File: src/rtl/bcs_pkg.sv
// Shared cycle-kind encoding and classification helpers for the bus
// machine-cycle sequencer. Assumes a 3-bit kind code.
package bcs_pkg;

    typedef enum logic [2:0] {
        KIND_FETCH_S = 3'd0,
        KIND_FETCH_L = 3'd1,
        KIND_MEM_RD  = 3'd2,
        KIND_MEM_WR  = 3'd3,
        KIND_IO_RD   = 3'd4,
        KIND_IO_WR   = 3'd5,
        KIND_IDLE    = 3'd6,
        KIND_IDLE_X  = 3'd7
    } cyc_kind_e;

    function automatic logic kind_is_fetch(cyc_kind_e k);
        return (k == KIND_FETCH_S) || (k == KIND_FETCH_L);
    endfunction

    function automatic logic kind_is_read(cyc_kind_e k);
        return kind_is_fetch(k) || (k == KIND_MEM_RD) || (k == KIND_IO_RD);
    endfunction

    function automatic logic kind_is_write(cyc_kind_e k);
        return (k == KIND_MEM_WR) || (k == KIND_IO_WR);
    endfunction

    function automatic logic kind_is_io(cyc_kind_e k);
        return (k == KIND_IO_RD) || (k == KIND_IO_WR);
    endfunction

    function automatic logic kind_is_xfer(cyc_kind_e k);
        return (k != KIND_IDLE) && (k != KIND_IDLE_X);
    endfunction

endpackage

File: src/rtl/bcs_tcount.sv
// T-state counter. Starts at T-state 1 on start, counts up to the
// length loaded with the request, then drops busy. Assumes start is
// only raised while busy is low and start_len is at least 1.
module bcs_tcount #(
    parameter int CNT_W = 4
) (
    input  logic             clk,
    input  logic             rst_n,
    input  logic             start,
    input  logic [CNT_W-1:0] start_len,
    output logic             busy,
    output logic [CNT_W-1:0] tstate,
    output logic             last
);

    logic [CNT_W-1:0] len_q;

    // Track the running T-state and the length of the current cycle.
    always_ff @(posedge clk) begin
        if (!rst_n) begin
            busy   <= 1'b0;
            tstate <= '0;
            len_q  <= '0;
        end else if (start) begin
            busy   <= 1'b1;
            tstate <= CNT_W'(1);
            len_q  <= start_len;
        end else if (busy) begin
            if (last) begin
                busy   <= 1'b0;
                tstate <= '0;
            end else begin
                tstate <= tstate + CNT_W'(1);
            end
        end
    end

    // Flag the final T-state of the running cycle.
    always_comb begin
        last = busy && (tstate == len_q);
    end

endmodule

File: src/rtl/bcs_strobe_dec.sv
// Combinational strobe decoder. Maps the latched cycle kind and the
// current T-state onto the bus strobes, address and write-data drive.
// Assumes tstate counts from 1 while busy is high.
module bcs_strobe_dec
    import bcs_pkg::*;
#(
    parameter int ADDR_W = 16,
    parameter int DATA_W = 8,
    parameter int CNT_W  = 4
) (
    input  logic              busy,
    input  cyc_kind_e         kind,
    input  logic [CNT_W-1:0]  tstate,
    input  logic [ADDR_W-1:0] addr_q,
    input  logic [DATA_W-1:0] wdata_q,
    output logic              ale,
    output logic              rd_strb,
    output logic              wr_strb,
    output logic              io_sel,
    output logic              int_act,
    output logic [ADDR_W-1:0] addr_out,
    output logic [DATA_W-1:0] wdata_out,
    output logic              wdata_oe,
    output logic              cap_en
);

    logic xfer;
    logic in_t1;
    logic in_t2;
    logic in_t3;
    logic past_t3;

    // Decode T-state position within a busy transfer cycle.
    always_comb begin
        xfer    = busy && kind_is_xfer(kind);
        in_t1   = xfer && (tstate == CNT_W'(1));
        in_t2   = xfer && (tstate == CNT_W'(2));
        in_t3   = xfer && (tstate == CNT_W'(3));
        past_t3 = xfer && (tstate > CNT_W'(3));
    end

    // Drive strobes, address and write data from kind and T-state.
    always_comb begin
        ale       = in_t1;
        rd_strb   = in_t2 && kind_is_read(kind);
        cap_en    = rd_strb;
        wr_strb   = (in_t2 || in_t3) && kind_is_write(kind);
        wdata_oe  = wr_strb;
        wdata_out = wr_strb ? wdata_q : '0;
        io_sel    = xfer && kind_is_io(kind);
        int_act   = past_t3 && kind_is_fetch(kind);
        addr_out  = xfer ? addr_q : '0;
    end

endmodule

File: src/rtl/bcs_capture.sv
// Read capture and completion stage. Samples the bus byte at the edge
// closing the read strobe T-state, and pulses done after the last
// T-state. Assumes cap_en is high for one T-state per read cycle.
module bcs_capture #(
    parameter int DATA_W = 8
) (
    input  logic              clk,
    input  logic              rst_n,
    input  logic              cap_en,
    input  logic              last,
    input  logic [DATA_W-1:0] bus_rdata,
    output logic [DATA_W-1:0] rdata_out,
    output logic              done
);

    // Hold the most recently captured read byte.
    always_ff @(posedge clk) begin
        if (!rst_n) begin
            rdata_out <= '0;
        end else if (cap_en) begin
            rdata_out <= bus_rdata;
        end
    end

    // Register the completion pulse one clock after the last T-state.
    always_ff @(posedge clk) begin
        if (!rst_n) begin
            done <= 1'b0;
        end else begin
            done <= last;
        end
    end

endmodule

File: src/rtl/bus_cycle_seq.sv
// Bus machine-cycle sequencer top. Accepts one cycle request while idle,
// latches it, computes the cycle length from its kind, and runs the
// T-state counter, strobe decoder and read capture. Assumes the
// requester holds no expectation of acceptance while busy is high.
module bus_cycle_seq
    import bcs_pkg::*;
#(
    parameter int ADDR_W     = 16,
    parameter int DATA_W     = 8,
    parameter int IDLE_LEN_W = 4
) (
    input  logic                  clk,
    input  logic                  rst_n,
    input  logic                  req_valid,
    input  logic [2:0]            req_kind,
    input  logic [ADDR_W-1:0]     req_addr,
    input  logic [DATA_W-1:0]     req_wdata,
    input  logic [IDLE_LEN_W-1:0] req_idle_len,
    input  logic [DATA_W-1:0]     bus_rdata,
    output logic                  busy,
    output logic                  ale,
    output logic                  rd_strb,
    output logic                  wr_strb,
    output logic                  io_sel,
    output logic                  int_act,
    output logic [ADDR_W-1:0]     addr_out,
    output logic [DATA_W-1:0]     wdata_out,
    output logic                  wdata_oe,
    output logic [DATA_W-1:0]     rdata_out,
    output logic                  done
);

    localparam int CNT_W = (IDLE_LEN_W > 3) ? IDLE_LEN_W : 3;

    cyc_kind_e         kind_q;
    logic [ADDR_W-1:0] addr_q;
    logic [DATA_W-1:0] wdata_q;
    logic              start;
    logic [CNT_W-1:0]  start_len;
    logic [CNT_W-1:0]  tstate;
    logic              last;
    logic              cap_en;
    cyc_kind_e         req_kind_e;

    // Accept a request only while no cycle runs, and size it by kind.
    always_comb begin
        req_kind_e = cyc_kind_e'(req_kind);
        start      = req_valid && !busy;
        case (req_kind_e)
            KIND_FETCH_S: start_len = CNT_W'(4);
            KIND_FETCH_L: start_len = CNT_W'(6);
            KIND_IDLE,
            KIND_IDLE_X:  start_len = (req_idle_len == '0) ? CNT_W'(1)
                                                           : CNT_W'(req_idle_len);
            default:      start_len = CNT_W'(3);
        endcase
    end

    // Latch the request fields for the whole cycle.
    always_ff @(posedge clk) begin
        if (!rst_n) begin
            kind_q  <= KIND_IDLE;
            addr_q  <= '0;
            wdata_q <= '0;
        end else if (start) begin
            kind_q  <= req_kind_e;
            addr_q  <= req_addr;
            wdata_q <= req_wdata;
        end
    end

    bcs_tcount #(
        .CNT_W (CNT_W)
    ) tcount_i (
        .clk       (clk),
        .rst_n     (rst_n),
        .start     (start),
        .start_len (start_len),
        .busy      (busy),
        .tstate    (tstate),
        .last      (last)
    );

    bcs_strobe_dec #(
        .ADDR_W (ADDR_W),
        .DATA_W (DATA_W),
        .CNT_W  (CNT_W)
    ) strobe_i (
        .busy      (busy),
        .kind      (kind_q),
        .tstate    (tstate),
        .addr_q    (addr_q),
        .wdata_q   (wdata_q),
        .ale       (ale),
        .rd_strb   (rd_strb),
        .wr_strb   (wr_strb),
        .io_sel    (io_sel),
        .int_act   (int_act),
        .addr_out  (addr_out),
        .wdata_out (wdata_out),
        .wdata_oe  (wdata_oe),
        .cap_en    (cap_en)
    );

    bcs_capture #(
        .DATA_W (DATA_W)
    ) capture_i (
        .clk       (clk),
        .rst_n     (rst_n),
        .cap_en    (cap_en),
        .last      (last),
        .bus_rdata (bus_rdata),
        .rdata_out (rdata_out),
        .done      (done)
    );

endmodule

File: config.mk
export PLATFORM = sky130hd
export DESIGN_NAME = bus_cycle_seq
export DESIGN_NICKNAME = d
export VERILOG_FILES = /design/src/rtl/bcs_pkg.sv /design/src/rtl/bcs_tcount.sv /design/src/rtl/bcs_strobe_dec.sv /design/src/rtl/bcs_capture.sv /design/src/rtl/bus_cycle_seq.sv
export SDC_FILE = /design/constraint.sdc
export NUM_CORES = 1
export LEC_CHECK = 0
export ABC_AREA = 0
export BUFFER_PORTS_ARGS = -buffer_cell sky130_fd_sc_hd__buf_2
export CAP_MARGIN = 20
export CORE_ASPECT_RATIO = 1.25
export CORE_MARGIN = 2
export CORE_UTILIZATION = 49
export CTS_CLUSTER_DIAMETER = 120
export DETAILED_ROUTE_END_ITERATION = 6
export PLACE_DENSITY = 0.79
export SLEW_MARGIN = 20
export SYNTH_ARGS = -nofsm -noshare
export SYNTH_HDL_FRONTEND = slang
export SYNTH_HIERARCHICAL = 1
export SYNTH_SLANG_ARGS = --single-unit
File: constraint.sdc
create_clock -name clk -period 2.05 [get_ports clk]
set_clock_uncertainty 0.1 [all_clocks]
set_input_delay 0.41 -clock clk [delete_from_list [all_inputs] [get_ports clk]]
set_output_delay 0.41 -clock clk [all_outputs]
set_load 0.05 [all_outputs]
-- Word level (Yosys, flattened, before mapping)
Index checks and enable logic that the tools add are counted.
- logic and storage cells: 61
- input port bits: 42
- register bits: 45
- add/subtract/negate cells: 1
- multiplexer cells: 10
- equal/unequal tests: 14
- reductions and logical operators: 25
- bitwise gates (word level): 1
- $lt $le $gt $ge: 1
- operator list (cell ; count):
    $mux 16 ; 1
    $eq 3x3->1 const B ; 4
    $logic_and 1x1->1 ; 12
    $pmux 4 s3 ; 1
    $eq 4x2->1 const B ; 2
    $mux 4 ; 2
    $mux 8 ; 1
    $eq 3x1->1 const B ; 2
    $eq 3x2->1 const B ; 2
    $logic_not 3->1 ; 2
    $logic_or 1x1->1 ; 6
    $ne 3x3->1 const B ; 2
    $mux 1 ; 5
    $add 4x1->4 const B ; 1
    $eq 4x1->1 const B ; 1
    $eq 4x4->1 ; 1
    $gt 4x2->1 const B ; 1
    $logic_not 4->1 ; 1
    $reduce_or 2->1 ; 2
    $reduce_bool 2->1 ; 1
    $logic_not 1->1 ; 1
    $not 1->1 ; 1

-- Longest topological paths before layout
Gate-level depths: netlist of run 1.
- depth in word-level cells: 7
- gate-level depth with buffers: 8
- gate-level depth less buffers: 5

-- Hierarchy
The synthesis of run 1 kept the hierarchy.
- by module, submodules not included (module ; area each (um2) ; sequential area each (um2) ; instances ; cells each):
    bus_cycle_seq ; 1147.4 ; 540.5 ; 1 ; 128
    bcs_tcount ; 447.9 ; 180.2 ; 1 ; 46
    bcs_capture ; 327.8 ; 180.2 ; 1 ; 27
    bcs_strobe_dec ; 295.3 ; 0.0 ; 1 ; 46

-- Worst setup path after synthesis of run 1
OpenSTA, ideal clock, no wires.
- kind: reg2out
- from: reg tcount_i.busy
- to: out wr_strb
- buffers on the path: 2
- data required time: 1540 ps
- setup slack: -1120 ps
- data arrival time: 2660 ps
- stages on the path, launching flop included: 5
- path through: dfxtp_1 > nand4bb_1 > clkbuf_1 > nor3b_1 > buf_4
- longest elaborated chain between the ends: 4
- RTL lines (item ; line ; text):
    from (decl) ; bcs_tcount.sv:11 ; output logic busy,
    from (signal assigned) ; bcs_tcount.sv:21 ; busy <= 1'b0;
    from (signal assigned) ; bcs_tcount.sv:25 ; busy <= 1'b1;
    from (signal assigned) ; bcs_tcount.sv:30 ; busy <= 1'b0;
    $logic_and 1x1->1 * ; bcs_strobe_dec.sv:35 ; xfer = busy && kind_is_xfer(kind);
    $logic_and 1x1->1, on equally long branches ; bcs_strobe_dec.sv:37, bcs_strobe_dec.sv:38 ;
    $logic_or 1x1->1 * ; bcs_strobe_dec.sv:47 ; wr_strb = (in_t2 || in_t3) && kind_is_write(kind);
    $logic_and 1x1->1 * ; bcs_strobe_dec.sv:47 ;
    to (decl) ; bus_cycle_seq.sv:23 ; output logic wr_strb,
Mark *: on every way between the ends. The rest lies on a longest branch, timed or not.

-- Worst setup path after layout of run 1
- from: reg tcount_i.tstate[3]
- to: out wdata_out[3]
- longest elaborated chain between the ends: 5
- RTL lines (item ; line ; text):
    from (decl) ; bcs_tcount.sv:12 ; output logic [CNT_W-1:0] tstate,
    from (signal assigned) ; bcs_tcount.sv:33 ; tstate <= tstate + CNT_W'(1);
    $eq 4x2->1, on equally long branches ; bcs_strobe_dec.sv:37, bcs_strobe_dec.sv:38 ;
    $logic_and 1x1->1, on equally long branches ; bcs_strobe_dec.sv:37, bcs_strobe_dec.sv:38 ;
    $logic_or 1x1->1 * ; bcs_strobe_dec.sv:47 ;
    $logic_and 1x1->1 * ; bcs_strobe_dec.sv:47 ;
    $mux 8 * ; bcs_strobe_dec.sv:49 ; wdata_out = wr_strb ? wdata_q : '0;
    to (decl) ; bus_cycle_seq.sv:27 ; output logic [DATA_W-1:0] wdata_out,
Marked as above.

==> results of run 1 <==
per-layer routing:
metal,track usage,vias to the layer above
li1,-,998
met1,0.2542,881
met2,0.3354,69
met3,0.05807,8
met4,0.07447,0
met5,0,-
logic make-up (layout without fill, tap and decap cells):
family          Yosys count  in the layout  synth area share
simple gates            130            130            0.2995
flops                    45             45            0.4061
mux                      12             12           0.05415
compound gates           34             34            0.1416
buf+inv                  18            109           0.06147
fa+ha+maj                 2              2           0.01015
xor+xnor                  6              6           0.02707
cells in the final DEF (no fill, tap or decap), types with 2 or more instances in the layout:
master	n
buf_6	2
buf_12	2
buf_2	54
nand2_1	64
nor3_1	3
nor3_2	8
nor2_1	6
nor2b_1	14
o21ai_0	4
clkbuf_8	6
dfxtp_1	41
xor2_1	5
nand3_1	5
a211oi_1	2
dfxtp_2	3
buf_4	40
a21boi_2	17
a21boi_0	7
and2_1	18
mux2i_1	12
final cells by class:
class | count | area share
Multi-Input combinational cell | 184 | 0.4179
Clock inverter | 1 | 0.002495
Inverter | 2 | 0.004990
Timing Repair Buffer | 99 | 0.2129
Sequential cell | 45 | 0.3019
Clock buffer | 7 | 0.03576
Tap cell | 58 | 0.02412
power by group:
part,internal (mW),switching (mW),total [mW]
registers,0.928,0.0466,0.974
logic,0.200,0.231,0.430
clock network,0.347,0.303,0.650
total,1.47,0.580,2.05
registers in the layout, indices dropped and copies added, names as in the netlist:
name,cells
tcount_i/busy,1
tcount_i/len_q,4
capture_i/done,1
tcount_i/tstate,4
wdata_q,8
capture_i/rdata_out,8
addr_q,16
kind_q,3
worst max-delay path by stage:
stage / startpoint / endpoint / slack (ns)
finish: tcount_i/tstate[3] / wdata_out[3] / 0.06
global route: kind_q[2] / wdata_oe / -0.005
CTS: tcount_i/busy / wr_strb / -0.03
floorplan: tcount_i/busy / wr_strb / 0.005
detailed placement: kind_q[1] / wdata_out[3] / 0.1
global placement: kind_q[1] / wdata_out[3] / 0.13
what timing repair did:
item	in CTS	in global routing
pin swaps	0	1
cloned	0	0
hold endpoints to repair	0	0
hold buffers	0	0
setup buffers	1	9
gates resized for setup	30	7
endpoints found under the setup margin	26	27
critical path, stage by stage, from the launching register on:
cell and delay, ns:
dfxtp_2 0.35, nand4bb_1 0.19, buf_6 0.18, and4bb_2 0.31
buf_6 0.16
==> impl_metrics.env, run 1 <==
export IMPL_status="finished, final reports clean"
export IMPL_ys_seq_area_frac=0.4061
export IMPL_critPathLaunchType="flip-flop"
export IMPL_yosysMostFrequentCell="nand2_1"
export IMPL_yosys_warnings=6
export IMPL_vias_per_cell=4.939
export IMPL_hp_class="primary input to flip-flop"
export IMPL_tightest_slew_ns=0.3620
export IMPL_ios=82
export IMPL_antenna_found_initial=0
export IMPL_worstPathArrival_ns=1.48
export IMPL_fin_util=0.6852
export IMPL_first_pass_iters=4
export IMPL_instances_no_fill=396
export IMPL_max_slew_margin=0.7569
export IMPL_drt_wl_total_um=5232
export IMPL_min_period_over_period=0.9710
export IMPL_die_x_um=64.18
export IMPL_slew_violations=0
export IMPL_clockBufferDepth=2
export IMPL_ys_types=39
export IMPL_port_buffers=81
export IMPL_cts_tree="done"
export IMPL_drtIter0Drc=72
export IMPL_min_period_ns=1.991
export IMPL_ys_seq_elements=45
export IMPL_antenna_left=0
export IMPL_r2r_start="kind_q[1]"
export IMPL_critPathKind="flip-flop to output port"
export IMPL_core_area_sq_um=4392
export IMPL_min_from="req_addr[2]"
export IMPL_cts_num_sinks=45
export IMPL_finalSetupTns_ns=0
export IMPL_required_ns=1.54
export IMPL_vias=1956
export IMPL_die_h_um=79.23
export IMPL_highest_layer="met4"
export IMPL_hold_violations=0
export IMPL_fmaxAchievable_mhz=502.4
export IMPL_ir_drop_uv=442.8
export IMPL_whs_endpoint="addr_q[2]"
export IMPL_dp_hpwl_um=3493
export IMPL_r2r_end="capture_i/rdata_out[2]"
export IMPL_drcViolationCount=0
export IMPL_cp_end_kind="output port"
export IMPL_htreeDepth=2
export IMPL_first_global_vias=1820
export IMPL_holdWs_ns=0.2476
export IMPL_reg2regPathDepth=5
export IMPL_synthArstFlopShare=0
export IMPL_pre_cts_ws_ns=0.09923
export IMPL_cts_clk_slew_worst_paths_ns=0.08
export IMPL_powerDensity_nw_per_um2=682.8
export IMPL_drive_above_1_share=0.4290
export IMPL_finalPower_mw=2.055
export IMPL_drt_met1_wl_um=2248
export IMPL_num_antenna_cells=0
export IMPL_synth_edf_count=0
export IMPL_fin_area_sq_um=3009
export IMPL_synth_area_sq_um=2218
export IMPL_cts_root_buf="clkbuf_8"
export IMPL_leakage_nw=1.302
export IMPL_synth_largest_area_cell="dfxtp_1"
export IMPL_fill_cells=373
export IMPL_postPlaceCellArea_sq_um=2704
export IMPL_postSynthCellCount=247
export IMPL_grt_use_total=0.2043
export IMPL_worst_slack_ns=0.05941
export IMPL_gp_congestion=0.7315
export IMPL_routedWlPerCell_um=13.21
export IMPL_syn2layout_area_growth_pct=35.65
export IMPL_grt_pass1_wl_um=8197
export IMPL_r2r_slack_ns=0.42
export IMPL_hold_depth=3
export IMPL_met2_length_um=2546
export IMPL_cp_max_fo=10
export IMPL_multiInputGateArea_sq_um=1257
export IMPL_avgSynthCellArea_sq_um=8.981
export IMPL_grt_max_degree=36
export IMPL_ff_latch_area_sq_um=908.4
export IMPL_post_place_cells=378
export IMPL_setup_violations=0
export IMPL_synth_area_leaders="dfxtp_1 (41%), nand2_1 (11%), a21boi_2 (9.1%)"
export IMPL_synthesis_nets=290
export IMPL_grt_ovfl_total=0
export IMPL_nets=380
export IMPL_yosysTopAreaCellShare=0.4061
export IMPL_insertion_delay_ns=0.30
export IMPL_synthTopCellsByCount="nand2_1 (64), dfxtp_1 (45), a21boi_2 (18), and2_1 (18), nor2b_1 (14)"
export IMPL_numCtsBuffers=5
export IMPL_initial_core_util=0.5051
export IMPL_rows=27
export IMPL_maxCapViolations=0
export IMPL_synth_main_ff_cell="dfxtp_1"
export IMPL_dieArea_sq_um=5085
export IMPL_wl_met3_um=352
Note: power is estimated with default switching activity, not from simulation.
==> run 2: changes to the inputs <==
--- a/config.mk
+++ b/config.mk
@@ -13,7 +13,7 @@
 export CORE_UTILIZATION = 49
 export CTS_CLUSTER_DIAMETER = 120
 export DETAILED_ROUTE_END_ITERATION = 6
-export PLACE_DENSITY = 0.79
+export PLACE_DENSITY = 0.84
 export SLEW_MARGIN = 20
 export SYNTH_ARGS = -nofsm -noshare
 export SYNTH_HDL_FRONTEND = slang
==> run 2 against run 1 <==
Effect of this change:
- via count increased by 0.10%
- first-iteration DRC count fell by 11%
- wire length grew 1.9%
- non-clock buffer count shrank 6
- core utilization rose by 1.3 points
- critical path depth rose by 1
- global-route usage shrank 0.22 points
- critical path type unchanged
- largest power group unchanged
==> impl_metrics.env, run 2 (same netlist as run 1, synthesis figures left out) <==
export IMPL_min_from="req_addr[5]"
export IMPL_grt_max_degree=36
export IMPL_setup_violations=0
export IMPL_syn2layout_area_growth_pct=38.13
export IMPL_initial_core_util=0.5051
export IMPL_routedWlPerCell_um=13.67
export IMPL_rows=27
export IMPL_cp_end_kind="output port"
export IMPL_cp_max_fo=7
export IMPL_first_pass_iters=4
export IMPL_worst_path_most_repeated_cell="buf_6"
export IMPL_drt_wl_total_um=5332
export IMPL_finalPower_mw=1.947
export IMPL_die_h_um=79.23
export IMPL_first_global_vias=1884
export IMPL_drcViolationCount=0
export IMPL_port_buffers=81
export IMPL_vias_per_cell=5.021
export IMPL_dieArea_sq_um=5085
export IMPL_critPathKind="flip-flop to output port"
export IMPL_hp_class="primary input to flip-flop"
export IMPL_max_slew_margin=0.7212
export IMPL_min_period_ns=2.029
export IMPL_r2r_start="kind_q[2]"
export IMPL_finalSetupTns_ns=0
export IMPL_leakage_nw=1.304
export IMPL_crit_buf_inv=3
export IMPL_postPlaceCellArea_sq_um=2719
export IMPL_die_x_um=64.18
export IMPL_fin_area_sq_um=3064
export IMPL_critPathTopFamily="buffers and inverters"
export IMPL_crit_chain="buf_6, a21boi_4, buf_6, and2_1, buf_6"
export IMPL_whs_endpoint="addr_q[5]"
export IMPL_slew_violations=0
export IMPL_fmaxAchievable_mhz=492.9
export IMPL_ir_drop_uv=425.4
export IMPL_r2r_slack_ns=0.36
export IMPL_postCtsHoldBufs=0
export IMPL_cts_root_buf="clkbuf_8"
export IMPL_maxCapViolations=0
export IMPL_worstPathArrival_ns=1.52
export IMPL_num_antenna_cells=0
export IMPL_cts_num_sinks=45
export IMPL_gp_congestion=0.7682
export IMPL_clockBufferDepth=2
export IMPL_powerDensity_nw_per_um2=635.3
export IMPL_hold_violations=0
export IMPL_status="finished, final reports clean"
export IMPL_antenna_found_initial=0
export IMPL_mostFrequentLayoutCells="nand2_1 (64), buf_2 (59), dfxtp_1 (41), a21boi_2 (17), nor2b_1 (14)"
export IMPL_grt_ovfl_total=0
export IMPL_grt_setup_unrepaired="yes"
export IMPL_insertion_delay_ns=0.29
export IMPL_required_ns=1.54
export IMPL_core_area_sq_um=4392
export IMPL_numCtsBuffers=5
export IMPL_largestRegisters="addr_q x16, capture_i/rdata_out x8, wdata_q x8"
export IMPL_vias=1958
export IMPL_cts_tree="done"
export IMPL_nets=374
export IMPL_final_common_cell="nand2_1"
export IMPL_htreeDepth=2
export IMPL_largest_register_ffs=16
export IMPL_cts_clk_slew_worst_paths_ns=0.09
export IMPL_drtIter0Drc=64
export IMPL_critPathLaunchType="flip-flop"
export IMPL_tightest_slew_ns=0.4182
export IMPL_crit_path_top_delay_cell="dfxtp_4"
export IMPL_min_period_over_period=0.9896
export IMPL_drive_above_1_share=0.4578
export IMPL_crit_path_max_incr_delay_ns=0.37
export IMPL_ios=82
export IMPL_hold_depth=3
export IMPL_top_register="addr_q"
export IMPL_r2r_end="capture_i/rdata_out[0]"
export IMPL_grt_pass1_wl_um=8107
export IMPL_antenna_left=0
export IMPL_grt_use_total=0.2022
export IMPL_reg2regPathDepth=6
export IMPL_postCtsSetupBuffers=0
export IMPL_dp_hpwl_um=3480
[run 2: cell count changes in the layout (fill, tap and decap cells not counted), sizes merged]
cell,previous run,this run
inv,2,3
clkbuf,8,5
buf,98,93
clkinv,0,1
[run 2: worst max path at each step]
stage,startpoint,endpoint,slack [ns],depth (start not counted)
finish,kind_q[1],addr_out[4],0.02,5
global route,kind_q[1],addr_out[4],-0.04,5
CTS,tcount_i/tstate[3],wdata_oe,0.006,4
global placement,kind_q[1],wdata_out[3],0.20,3
detailed placement,kind_q[1],wdata_out[3],0.16,3
floorplan,tcount_i/busy,wr_strb,0.005,4
[run 2: metal layers]
| metal | GRT usage | wire length, um | vias up | share of wire |
|---|---|---|---|---|
| li1 | - | - | 983 | - |
| met1 | 0.2286 | 2123 | 903 | 0.40 |
| met2 | 0.3656 | 2774 | 64 | 0.52 |
| met3 | 0.05524 | 357 | 8 | 0.067 |
| met4 | 0.06383 | 77 | 0 | 0.014 |
| met5 | 0 | 0 | - | 0 |
[run 2: worst register-to-register path, cell delays in order (launching register included)]
cell and delay [ns]:
dfxtp_4 0.37, buf_6 0.13, maj3_2 0.32, nor3_4 0.16, buf_4 0.22, mux2i_1 0.23, nor2b_1 0.07
[run 2: metrics by stage]
step	std cells	hold WS [ns]	util	worst slack (ns)
2_1_floorplan	247	0.3305	-	0.005019
3_3_place_gp	381	0.3368	0.6191	0.1958
3_5_place_dp	381	0.3520	0.6191	0.1600
4_1_cts	389	0.2311	0.6621	0.005738
5_1_grt	390	0.2407	0.6977	-0.04317
6_report	390	0.2475	0.6977	0.02131
[run 2: power breakdown]
group / internal (mW) / switching [mW]
sequential: 0.927 / 0.0391
combinational: 0.176 / 0.235
clock: 0.246 / 0.323
[run 2: area by class of cell]
| cell class | count | area [sq um] |
|---|---|---|
| clock buffer | 5 | 68.82 |
| inverter | 2 | 15.01 |
| sequential | 45 | 913.4 |
| clock inverter | 3 | 25.02 |
| tap | 58 | 72.57 |
| fill | 349 | 1328 |
| timing repair buffer | 93 | 674.4 |
| multi-input combinational | 184 | 1295 |
[run 2: timing repair]
| action | in CTS | in global routing |
|---|---|---|
| setup endpoints to repair | 22 | 26 |
| cloned | 0 | 1 |
| pin swaps | 2 | 11 |
| gates resized for setup | 30 | 52 |
==> run 3: changes to the inputs <==
--- a/config.mk
+++ b/config.mk
@@ -13,7 +13,8 @@
 export CORE_UTILIZATION = 49
 export CTS_CLUSTER_DIAMETER = 120
 export DETAILED_ROUTE_END_ITERATION = 6
-export PLACE_DENSITY = 0.84
+export GPL_TIMING_DRIVEN = 0
+export PLACE_DENSITY = 0.85
 export SLEW_MARGIN = 20
 export SYNTH_ARGS = -nofsm -noshare
 export SYNTH_HDL_FRONTEND = slang
==> run 3 against run 2 <==
Effect of this change:
- die area unchanged
- core utilization increased by 0.28 points
- count of clock-buffer cells in the layout unchanged
- global-route usage decreased by 0.13 points
- non-clock buffer count increased by 11
- critical path depth unchanged
- largest cell class unchanged
- largest power group unchanged
- highest routed layer unchanged
==> impl_metrics.env, run 3 (same netlist as run 1, synthesis figures left out) <==
export IMPL_syn2layout_area_growth_pct=38.69
export IMPL_nets=385
export IMPL_grt_pass1_wl_um=8135
export IMPL_setup_violations=0
export IMPL_first_global_vias=1830
export IMPL_dp_hpwl_um=3530
export IMPL_grt_ovfl_total=0
export IMPL_cts_tree="done"
export IMPL_largest_register_ffs=16
export IMPL_critPathTopFamily="buffers and inverters"
export IMPL_cts_root_buf="clkbuf_8"
export IMPL_finalPower_mw=1.956
export IMPL_min_period_ns=2.024
export IMPL_cp_end_kind="output port"
export IMPL_fmaxAchievable_mhz=494.0
export IMPL_cts_num_sinks=45
export IMPL_finalSetupTns_ns=0
export IMPL_hp_class="primary input to flip-flop"
export IMPL_grt_setup_unrepaired="yes"
export IMPL_rows=27
export IMPL_min_period_over_period=0.9875
export IMPL_die_h_um=79.23
export IMPL_leakage_nw=1.323
export IMPL_ir_drop_uv=488.9
export IMPL_crit_buf_inv=3
export IMPL_routedWlPerCell_um=12.61
export IMPL_status="finished, final reports clean"
export IMPL_grt_use_total=0.2008
export IMPL_drtIter0Drc=56
export IMPL_crit_chain="nand4bb_4, buf_8, nor3_4, buf_4, buf_8"
export IMPL_grt_max_degree=20
export IMPL_num_antenna_cells=0
export IMPL_first_pass_iters=4
export IMPL_worst_path_most_repeated_cell="buf_8"
export IMPL_insertion_delay_ns=0.29
export IMPL_final_common_cell="nand2_1"
export IMPL_ios=82
export IMPL_htreeDepth=2
export IMPL_postCtsHoldBufs=0
export IMPL_initial_core_util=0.5051
export IMPL_dieArea_sq_um=5085
export IMPL_slew_violations=0
export IMPL_drt_wl_total_um=5056
export IMPL_clockBufferDepth=2
export IMPL_port_buffers=81
export IMPL_maxCapViolations=0
export IMPL_vias_per_cell=4.975
export IMPL_hold_violations=0
export IMPL_vias=1995
export IMPL_tightest_slew_ns=0.3507
export IMPL_powerDensity_nw_per_um2=635.6
export IMPL_drcViolationCount=0
export IMPL_worstPathArrival_ns=1.51
export IMPL_required_ns=1.54
export IMPL_antenna_left=0
export IMPL_gp_congestion=0.7645
export IMPL_die_x_um=64.18
export IMPL_fin_util=0.7006
export IMPL_cp_max_fo=10
export IMPL_cts_clk_slew_worst_paths_ns=0.09
export IMPL_numCtsBuffers=5
export IMPL_critPathKind="flip-flop to output port"
export IMPL_mostFrequentLayoutCells="nand2_1 (64), buf_2 (58), dfxtp_1 (39), and2_1 (18), a21boi_2 (17)"
export IMPL_core_area_sq_um=4392
export IMPL_critPathLaunchType="flip-flop"
export IMPL_antenna_found_initial=0
export IMPL_top_register="addr_q"
export IMPL_crit_path_top_delay_cell="dfxtp_4"
export IMPL_max_slew_margin=0.7644
export IMPL_drive_above_1_share=0.4431
export IMPL_crit_path_max_incr_delay_ns=0.37
export IMPL_largestRegisters="addr_q x16, capture_i/rdata_out x8, wdata_q x8"
## run 3: final timing paths
kind	cells past startpoint	slack (ns)	end	startpoint
setup / recovery	5	0.03	rd_strb	tcount_i/tstate[2]
hold reg to reg	2	0.36	addr_q[15]	addr_q[15]
hold / removal	3	0.25	addr_q[8]	req_addr[8]
setup reg to reg	8	0.32	tcount_i/tstate[2]	tcount_i/busy
## run 3: worst reg2reg max path, stage by stage, from the launching register on
cell and delay [ns]:
dfxtp_4 0.40, nand2b_4 0.13, buf_6 0.15, inv_8 0.06
buf_8 0.14, buf_2 0.18, nor2b_1 0.16, o211ai_1 0.12
a211oi_1 0.20
## run 3: what timing repair did
action	4_1_cts	5_1_grt
resized for setup	22	34
buffers inserted	5	3
setup endpoints to repair	22	22
endpoints found under the hold margin	0	0
pin swaps	3	2
## run 3: layout make-up
class                      count  area (sq um)
sequential                    45         920.9
multi-input combinational    184          1281
tap                           58         72.57
timing repair buffer          89         563.0
buffer                        15         135.1
fill                         357          1315
clock buffer                   5         68.82
inverter                       2         15.01
clock inverter                 3         20.02
## run 3: stage by stage
stage / hold WS (ns) / cell area, sq um / worst slack, ns / instances
CTS: 0.2294 / 2972 / -0.01387 / 398
global placement: 0.3387 / 2766 / 0.01273 / 386
detailed placement: 0.3446 / 2766 / 0.007606 / 386
floorplan: 0.3305 / 2288 / 0.005019 / 247
global route: 0.2466 / 3077 / -0.07236 / 401
finish: 0.2506 / 3077 / 0.02561 / 401
## run 3: layer usage
layer | vias to the layer above | global-route usage | wire (um)
met2 | 51 | 0.3646 | 2660
met5 | - | 0 | 0
met4 | 0 | 0.05745 | 44
met1 | 930 | 0.2362 | 2066
met3 | 5 | 0.04249 | 285
li1 | 1009 | - | -
## run 3: power breakdown
| part | switching (mW) | internal [mW] |
|---|---|---|
| clock network | 0.318 | 0.243 |
| logic | 0.226 | 0.196 |
| registers | 0.0470 | 0.926 |
